**src/rtl/dclk_align_pkg.sv**
```systemverilog
package dclk_align_pkg;

  typedef enum logic [1:0] {
    ST_IDLE   = 2'd0,
    ST_GATE   = 2'd1,
    ST_SETTLE = 2'd2
  } seq_state_t;

  localparam int NUM_CH = 2;

endpackage

```
**src/rtl/dclk_divider.sv**
```systemverilog
module dclk_divider #(
  parameter int CNT_W = 3
) (
  input  logic             clk,
  input  logic             rst_q_n,
  input  logic [CNT_W-1:0] init_cnt,
  input  logic             cnt_en,
  output logic [CNT_W-1:0] cnt,
  output logic             div_clk
);

  logic [CNT_W-1:0] cnt_r;
  logic [CNT_W-1:0] cnt_nxt;

  // No reset flop: the count takes its power-up phase while reset is held.
  always_comb begin
    if (!rst_q_n)    cnt_nxt = init_cnt;
    else if (cnt_en) cnt_nxt = cnt_r + CNT_W'(1);
    else             cnt_nxt = cnt_r;
  end

  always_ff @(posedge clk) begin
    cnt_r <= cnt_nxt;
  end

  assign cnt     = cnt_r;
  assign div_clk = cnt_r[CNT_W-1];

  AST_HOLD_WHEN_GATED: assert property (@(posedge clk) disable iff (!rst_q_n)
    !cnt_en |=> $stable(cnt_r));

endmodule

```
**src/rtl/dclk_phase_cmp.sv**
```systemverilog
module dclk_phase_cmp #(
  parameter int CNT_W = 3
) (
  input  logic [CNT_W-1:0] cnt_ref,
  input  logic [CNT_W-1:0] cnt_adj,
  output logic             match
);

  always_comb begin
    match = (cnt_ref == cnt_adj);
  end

endmodule

```
**src/rtl/dclk_pulse_fsm.sv**
```systemverilog
module dclk_pulse_fsm
  import dclk_align_pkg::*;
#(
  parameter int GATE_LEN   = 7,
  parameter int SETTLE_LEN = 4,
  parameter int MAX_PULSES = 8
) (
  input  logic clk,
  input  logic rst_q_n,
  input  logic sync_req,
  input  logic phase_match,
  output logic gate_o,
  output logic busy_o,
  output logic aligned_o,
  output logic err_o
);

  localparam int TMR_MAX = (GATE_LEN > SETTLE_LEN) ? GATE_LEN : SETTLE_LEN;
  localparam int TMR_W   = $clog2(TMR_MAX) + 1;
  localparam int NP_W    = $clog2(MAX_PULSES + 1);

  seq_state_t        state_q, state_d;
  logic [TMR_W-1:0]  tmr_q, tmr_d;
  logic [NP_W-1:0]   np_q, np_d;
  logic              aligned_q, aligned_d;
  logic              err_q, err_d;

  logic gate_last;
  logic settle_last;
  logic at_limit;

  assign gate_last   = (tmr_q == TMR_W'(GATE_LEN - 1));
  assign settle_last = (tmr_q == TMR_W'(SETTLE_LEN - 1));
  assign at_limit    = (np_q >= NP_W'(MAX_PULSES));

  always_comb begin
    state_d   = state_q;
    tmr_d     = tmr_q;
    np_d      = np_q;
    aligned_d = aligned_q;
    err_d     = err_q;
    unique case (state_q)
      ST_IDLE: begin
        if (sync_req) begin
          state_d   = ST_GATE;
          tmr_d     = '0;
          np_d      = NP_W'(1);
          aligned_d = 1'b0;
          err_d     = 1'b0;
        end
      end
      ST_GATE: begin
        if (gate_last) begin
          state_d = ST_SETTLE;
          tmr_d   = '0;
        end else begin
          tmr_d = tmr_q + TMR_W'(1);
        end
      end
      ST_SETTLE: begin
        if (settle_last) begin
          tmr_d = '0;
          if (phase_match) begin
            state_d   = ST_IDLE;
            aligned_d = 1'b1;
          end else if (at_limit) begin
            state_d = ST_IDLE;
            err_d   = 1'b1;
          end else begin
            state_d = ST_GATE;
            np_d    = np_q + NP_W'(1);
          end
        end else begin
          tmr_d = tmr_q + TMR_W'(1);
        end
      end
      default: begin
        state_d = ST_IDLE;
        tmr_d   = '0;
      end
    endcase
  end

  always_ff @(posedge clk or negedge rst_q_n) begin
    if (!rst_q_n) begin
      state_q   <= ST_IDLE;
      tmr_q     <= '0;
      np_q      <= '0;
      aligned_q <= 1'b0;
      err_q     <= 1'b0;
    end else begin
      state_q   <= state_d;
      tmr_q     <= tmr_d;
      np_q      <= np_d;
      aligned_q <= aligned_d;
      err_q     <= err_d;
    end
  end

  assign gate_o    = (state_q == ST_GATE);
  assign busy_o    = (state_q != ST_IDLE);
  assign aligned_o = aligned_q;
  assign err_o     = err_q;

  AST_BUSY_NEEDS_REQ: assert property (@(posedge clk) disable iff (!rst_q_n)
    $rose(busy_o) |-> $past(sync_req));

  AST_PULSE_CAP: assert property (@(posedge clk) disable iff (!rst_q_n)
    np_q <= NP_W'(MAX_PULSES));

  AST_FLAGS_EXCLUSIVE: assert property (@(posedge clk) disable iff (!rst_q_n)
    !(aligned_q && err_q));

  AST_REQ_CLEARS_FLAGS: assert property (@(posedge clk) disable iff (!rst_q_n)
    (!busy_o && sync_req) |=> (busy_o && !aligned_o && !err_o));

  AST_BUSY_REQ_NO_RESTART: assert property (@(posedge clk) disable iff (!rst_q_n)
    (busy_o && sync_req && np_q != '0) |=> (np_q >= $past(np_q)));

endmodule

```
**src/rtl/dclk_align_ctrl.sv**
```systemverilog
module dclk_align_ctrl
  import dclk_align_pkg::*;
#(
  parameter int                 CNT_W      = 3,
  parameter int                 GATE_LEN   = 7,
  parameter int                 SETTLE_LEN = 4,
  parameter int                 MAX_PULSES = 8,
  parameter logic [NUM_CH-1:0]  GATED_MASK = 2'b10
) (
  input  logic             clk,
  input  logic             rst_n,
  input  logic [CNT_W-1:0] phase_init_a,
  input  logic [CNT_W-1:0] phase_init_b,
  input  logic             sync_req,
  output logic             div_a,
  output logic             div_b,
  output logic             gate_a,
  output logic             gate_b,
  output logic             busy,
  output logic             aligned,
  output logic             sync_err
);

  localparam int RUN_W = $clog2(GATE_LEN + 1) + 1;

  // Reset: asserted at once, released on the second clock edge.
  logic rst_meta_n, rst_q_n;
  always_ff @(posedge clk or negedge rst_n) begin
    if (!rst_n) begin
      rst_meta_n <= 1'b0;
      rst_q_n    <= 1'b0;
    end else begin
      rst_meta_n <= 1'b1;
      rst_q_n    <= rst_meta_n;
    end
  end

  logic [CNT_W-1:0] init_ch [NUM_CH];
  logic [CNT_W-1:0] cnt_ch  [NUM_CH];
  logic [NUM_CH-1:0] div_ch;
  logic [NUM_CH-1:0] gate_ch;
  logic              fsm_gate;
  logic              phase_match;

  assign init_ch[0] = phase_init_a;
  assign init_ch[1] = phase_init_b;

  for (genvar ch = 0; ch < NUM_CH; ch++) begin : g_ch
    if (GATED_MASK[ch]) begin : g_gated
      assign gate_ch[ch] = fsm_gate;
    end else begin : g_free
      assign gate_ch[ch] = 1'b0;
    end

    dclk_divider #(.CNT_W(CNT_W)) u_div (
      .clk      (clk),
      .rst_q_n  (rst_q_n),
      .init_cnt (init_ch[ch]),
      .cnt_en   (~gate_ch[ch]),
      .cnt      (cnt_ch[ch]),
      .div_clk  (div_ch[ch])
    );
  end

  dclk_phase_cmp #(.CNT_W(CNT_W)) u_cmp (
    .cnt_ref (cnt_ch[0]),
    .cnt_adj (cnt_ch[1]),
    .match   (phase_match)
  );

  dclk_pulse_fsm #(
    .GATE_LEN   (GATE_LEN),
    .SETTLE_LEN (SETTLE_LEN),
    .MAX_PULSES (MAX_PULSES)
  ) u_fsm (
    .clk         (clk),
    .rst_q_n     (rst_q_n),
    .sync_req    (sync_req),
    .phase_match (phase_match),
    .gate_o      (fsm_gate),
    .busy_o      (busy),
    .aligned_o   (aligned),
    .err_o       (sync_err)
  );

  assign div_a  = div_ch[0];
  assign div_b  = div_ch[1];
  assign gate_a = gate_ch[0];
  assign gate_b = gate_ch[1];

  // Checker state: length of the current gate-high run.
  logic [RUN_W-1:0] gate_run_q;
  always_ff @(posedge clk or negedge rst_q_n) begin
    if (!rst_q_n)    gate_run_q <= '0;
    else if (gate_b) gate_run_q <= gate_run_q + RUN_W'(1);
    else             gate_run_q <= '0;
  end

  AST_GATE_RUN_LEN: assert property (@(posedge clk) disable iff (!rst_q_n)
    $fell(gate_b) |-> (gate_run_q == RUN_W'(GATE_LEN)));

  AST_ALIGNED_MATCH: assert property (@(posedge clk) disable iff (!rst_q_n)
    $rose(aligned) |-> (cnt_ch[0] == cnt_ch[1]));

  AST_GATE_ONLY_IN_SEQ: assert property (@(posedge clk) disable iff (!rst_q_n)
    $rose(gate_b) |-> (busy && !aligned && !sync_err));

endmodule

```
**config.mk**
```make
export PLATFORM = sky130hd
export DESIGN_NAME = dclk_align_ctrl
export DESIGN_NICKNAME = d
export VERILOG_FILES = /design/src/rtl/dclk_align_pkg.sv /design/src/rtl/dclk_divider.sv /design/src/rtl/dclk_phase_cmp.sv /design/src/rtl/dclk_pulse_fsm.sv /design/src/rtl/dclk_align_ctrl.sv
export SDC_FILE = /design/constraint.sdc
export NUM_CORES = 1
export LEC_CHECK = 0
export BUFFER_PORTS_ARGS = -buffer_cell sky130_fd_sc_hd__buf_2
export CORE_MARGIN = 2
export CORE_UTILIZATION = 60
export CTS_BUF_LIST = sky130_fd_sc_hd__clkbuf_16
export CTS_CLUSTER_DIAMETER = 50
export DETAILED_ROUTE_END_ITERATION = 16
export PLACE_DENSITY = 0.84
export SETUP_SLACK_MARGIN = 0.4
export SYNTH_ARGS = -nofsm -noshare
export SYNTH_HDL_FRONTEND = slang
export SYNTH_HIERARCHICAL = 1
export SYNTH_SLANG_ARGS = --single-unit
```
**constraint.sdc**
```tcl
create_clock -name clk -period 1.5 [get_ports clk]
set_clock_uncertainty 0.15 [all_clocks]
set_input_delay 0.225 -clock clk [delete_from_list [all_inputs] [get_ports clk]]
set_output_delay 0.225 -clock clk [all_outputs]
set_load 0.1 [all_outputs]
```
==> results of run 1 <==
[synth_stat cells, drive strengths merged, types with 2 or more instances]
cell     n
edfxtp   6
ha      10
nor3     3
a41oi    2
nor4     3
conb     2
clkbuf   3
nand2    6
o21ai    4
nand2b   4
nand3    2
a21oi    9
xor2     3
mux2     2
a21o     4
dfrtp   14
or3b     2
nor2    10
inv     10
buf      3
xnor2    2
[logic make-up after synthesis]
family                   Yosys count  share of synthesized area (%)
AO/OA/AOI/OAI                     27                           16.5
XOR/XNOR                           5                           3.69
adder cells (fa/ha/maj)           10                           10.5
buffers and inverters             16                           6.01
flip-flops                        20                           44.7
multiplexers                       2                           2.53
other                              2                          0.633
AND/OR/NAND/NOR                   34                           15.4
[metrics by stage]
stage / setup TNS [ns] / area [sq um] / util (%)
floorplan: -6.56 / 1290 / -
global placement: -2.48 / 1590 / 82.6
detailed placement: -3.40 / 1590 / 82.6
==> results.yml, run 1 <==
floorplanning:
  initial_core_util_pct: 61.7
  rows: 16
  fp.dieW_microns: 48.5
  pin_count: 16
  die_h_microns: 48.5
clocking:
  clockRootBuffer: "clkbuf_16"
  ctsHoldBuffers: 1
  post-cts-setup-buffers: 22
  cts_buffers: 3
  cts_buffer_depth: 2
  cts.htree.levels: 1
  cts_resized: 56
  clkSinkCount: 20
logic_synthesis:
  synth_cell_types: 35
  ys_warn_count: 6
  ys_seq_elements: 20
  yosysSeqAreaShare_pct: 44.7
  synth_edf_count: 6
  synth.area.top_cells: "dfrtp_1 (30%), edfxtp_1 (15%), ha_1 (11%), a21oi_1 (3.8%), inv_1 (3.2%)"
  synth_flop_cell: "dfrtp_1"
  synth_area_per_cell_sq_um: 10.2
  netlist_area_sq_mm: 0.00119
  synth_top_area_share_pct: 29.5
  syn_inst: 116
  async_flop_share_pct: 70.0
  yosys.area.top_type: "dfrtp_1"
place:
  dp_slack_ns: -0.442
  placed_cells: 177
  dp_hpwl_microns: 2200
  gp_congestion: 0.853
  port_buffers: 14
outcome:
  status: "aborted with a tool error"
  stop_error: "[ERROR DPL-0038] Utilization greater than 100%, impossible to legalize"
  stop_stage: "clock tree synthesis"
==> inputs of run 2 (changes only) <==
--- a/config.mk
+++ b/config.mk
@@ -6,13 +6,10 @@
 export NUM_CORES = 1
 export LEC_CHECK = 0
 export BUFFER_PORTS_ARGS = -buffer_cell sky130_fd_sc_hd__buf_2
-export CORE_MARGIN = 2
-export CORE_UTILIZATION = 60
-export CTS_BUF_LIST = sky130_fd_sc_hd__clkbuf_16
-export CTS_CLUSTER_DIAMETER = 50
+export CORE_AREA = 2 2 63 65
 export DETAILED_ROUTE_END_ITERATION = 16
-export PLACE_DENSITY = 0.84
-export SETUP_SLACK_MARGIN = 0.4
+export DIE_AREA = 0 0 65 67
+export PLACE_DENSITY_LB_ADDON = 0.15
 export SYNTH_ARGS = -nofsm -noshare
 export SYNTH_HDL_FRONTEND = slang
 export SYNTH_HIERARCHICAL = 1
==> results.yml, run 2 <==
outcome:
  status: "complete, but fails checks"
  violations: "negative setup slack"
critical_path:
  startpoint_type: "flop"
  path_class: "reg2reg"
  required_ns: 1.53
  cp_slowest_cell: "edfxtp_1"
  crit_path_end_kind: "flop"
  critical-path-top-delay-family: "simple AND/OR/NAND/NOR gates"
  path_cells: "xor2_1 -> nor3_2 -> or3b_4 -> a221oi_4 -> nand3_1 -> a21oi_1"
  cp_slowest_stage_delay_ns: 0.44
  path_buf_inv: 0
  path_max_fanout: 5
  worstPathArrival_ns: 1.99
logic_synthesis:
  yosys.area.top_type: "dfrtp_1"
  async_flop_share_pct: 70.0
  synth_flop_cell: "dfrtp_1"
  synth_edf_count: 6
  synth.most_common_cell: "dfrtp_1"
  synthTopCellsByCount: "dfrtp_1 (14), ha_1 (10), inv_1 (10), nor2_1 (10), a21oi_1 (9)"
  syn_inst: 116
  synth.area.top_cells: "dfrtp_1 (30%), edfxtp_1 (15%), ha_1 (11%), a21oi_1 (3.8%), inv_1 (3.2%)"
  synth_area_per_cell_sq_um: 10.2
  netlist_area_sq_mm: 0.00119
  yosysSeqAreaShare_pct: 44.7
  synth_cell_types: 35
  ys_seq_elements: 20
  ys_warn_count: 6
  synth_top_area_share_pct: 29.5
sta:
  final_hold_viol_count: 0
  fin_hold_ws_ns: 0.121
  finalSetupTns_ns: -3.87
  rsz0062_at_grt: "true"
  layout_setup_ws_ns: -0.455
  fmaxAchievable_ghz: 0.511
  finalCritPeriodShare_pct: 130
  setup_viol: 17
  report.final.slew_viol_count: 0
  layout_min_cycle_time_ns: 1.96
place:
  dpl_cell_area_sq_mm: 0.00165
  placed_cells: 203
  gp_congestion: 0.755
  port_buffers: 14
  dp_hpwl_microns: 1990
detailed_routing:
  antenna_left: 0
  avgViaCountPerCell: 4.78
  drt_wl_total_microns: 3050
  wl_per_cell_microns: 14.1
  drcViolationCount: 0
  drtPass1Iterations: 6
  vias: 1038
  drt-initial-drc-count: 24
floorplanning:
  rows: 22
  fp.dieW_microns: 65
  dieArea_sq_mm: 0.00436
  initial_core_util_pct: 32.9
  die_h_microns: 67
  pin_count: 16
  fp.coreArea_sq_mm: 0.00361
global_route:
  grt_pass1_vias: 1108
  grt_first_pass_wirelength_microns: 4920
  antenna_found_initial: 0
  grt_overflow_total: 0
  grt_max_degree: 15
  grt_usage_pct: 14.9
clocking:
  clkSinkCount: 20
  clockRootBuffer: "clkbuf_8"
  path_clk_slew_ns: 0.07
  clock_latency_ns: 0.26
  cts_buffer_depth: 2
  cts_tree: "yes"
  cts_buffers: 3
  cts.htree.levels: 1
pwr:
  power_density_mw_per_mm2: 1520
  peakVddDrop_mv: 1.12
  p_total_w: 0.00296
  p_leak_nw: 0.868
layout:
  fin_area_sq_mm: 0.00195
  nets: 189
  n_antenna_cell: 0
  fillerInstances: 326
  drive_gt1_share_pct: 53.3
  largest_register_ffs: 6
  finalNonFillerCells: 217
  area_delta_synth_final_pct: 64.5
  layout_commonest_cell: "buf_4"
  final_cell_mix: "buf_4 (25), buf_6 (13), dfrtp_1 (13)"
run:
  max-cap-violations: 0
worst_hold_path:
  min_path_type: "in2async"
## run 2: cell counts after synthesis
Identical to the previous run, type by type.
## run 2: final cells by class
cell class | instances | area (sq um) | share of cell area, %
multi-input cells | 82 | 791 | 40.5
flip-flops and latches | 20 | 532 | 27.3
repair buffers | 53 | 474 | 24.3
well taps | 48 | 60.1 | 3.08
inverters | 10 | 48.8 | 2.50
clock buffers | 4 | 45.0 | 2.31
## run 2: cells by family after synthesis
kind of cell | share of synthesized area, %
and+or+nand+nor | 15.4
other | 0.633
muxes | 2.53
buffers and inverters | 6.01
DFF | 44.7
AOI/OAI and AO/OA | 16.5
adders and majority gates | 10.5
xor gates and xnor gates | 3.69
## run 2: final timing paths
kind	cells after the start	endpoint	slack, ns	start
worst min-delay path	2	rst_q_n	0.12	rst_n
min in group clk	2	g_ch[1].u_div/cnt[1]	0.12	phase_init_b[1]
worst max-delay path	6	u_fsm/np_q[2]	-0.46	g_ch[1].u_div/cnt[0]
worst min register to register	0	rst_q_n	0.21	rst_meta_n
worst max register to register	6	u_fsm/np_q[2]	-0.46	g_ch[1].u_div/cnt[0]
max in group asynchronous	1	u_fsm/tmr_q[3]	0.80	rst_q_n
## run 2: what timing repair did
item / CTS / global route
setup endpoints to repair: 17 / 19
pin swaps: 8 / 8
cloned: 1 / 0
endpoints found under the hold margin: 2 / 0
hold buffers: 1 / 0
gates resized for setup: 23 / 17
setup buffers: 5 / 6
## run 2: power breakdown
part	internal, W	switching, W	total, W
Clock	0.000189	0.000179	0.000368
Sequential	0.000661	0.0000687	0.000730
Combinational	0.000918	0.000941	0.00186
## run 2: stage by stage
step	setup slack (ns)	util, %
after floorplan	-1.05	-
after global placement	-0.366	45.6
after detailed placement	-0.377	45.6
after CTS	-0.396	51.1
after global routing	-0.523	54.1
final	-0.455	54.1
## run 2: metal layers
metal,vias up,share of wire (%),track usage (%)
li1,512,-,-
met1,514,41,16.6
met2,10,56,28.1
met3,2,2.4,3.72
met4,0,0.75,3.99
met5,-,0,0
## run 2: worst register-to-register path, cell delays in order (launching register included)
cell and delay (ns):
edfxtp_1 0.44, xor2_1 0.20, nor3_2 0.07, or3b_4 0.41
a221oi_4 0.32, nand3_1 0.13, a21oi_1 0.16
(Power assumes the default switching activity.)
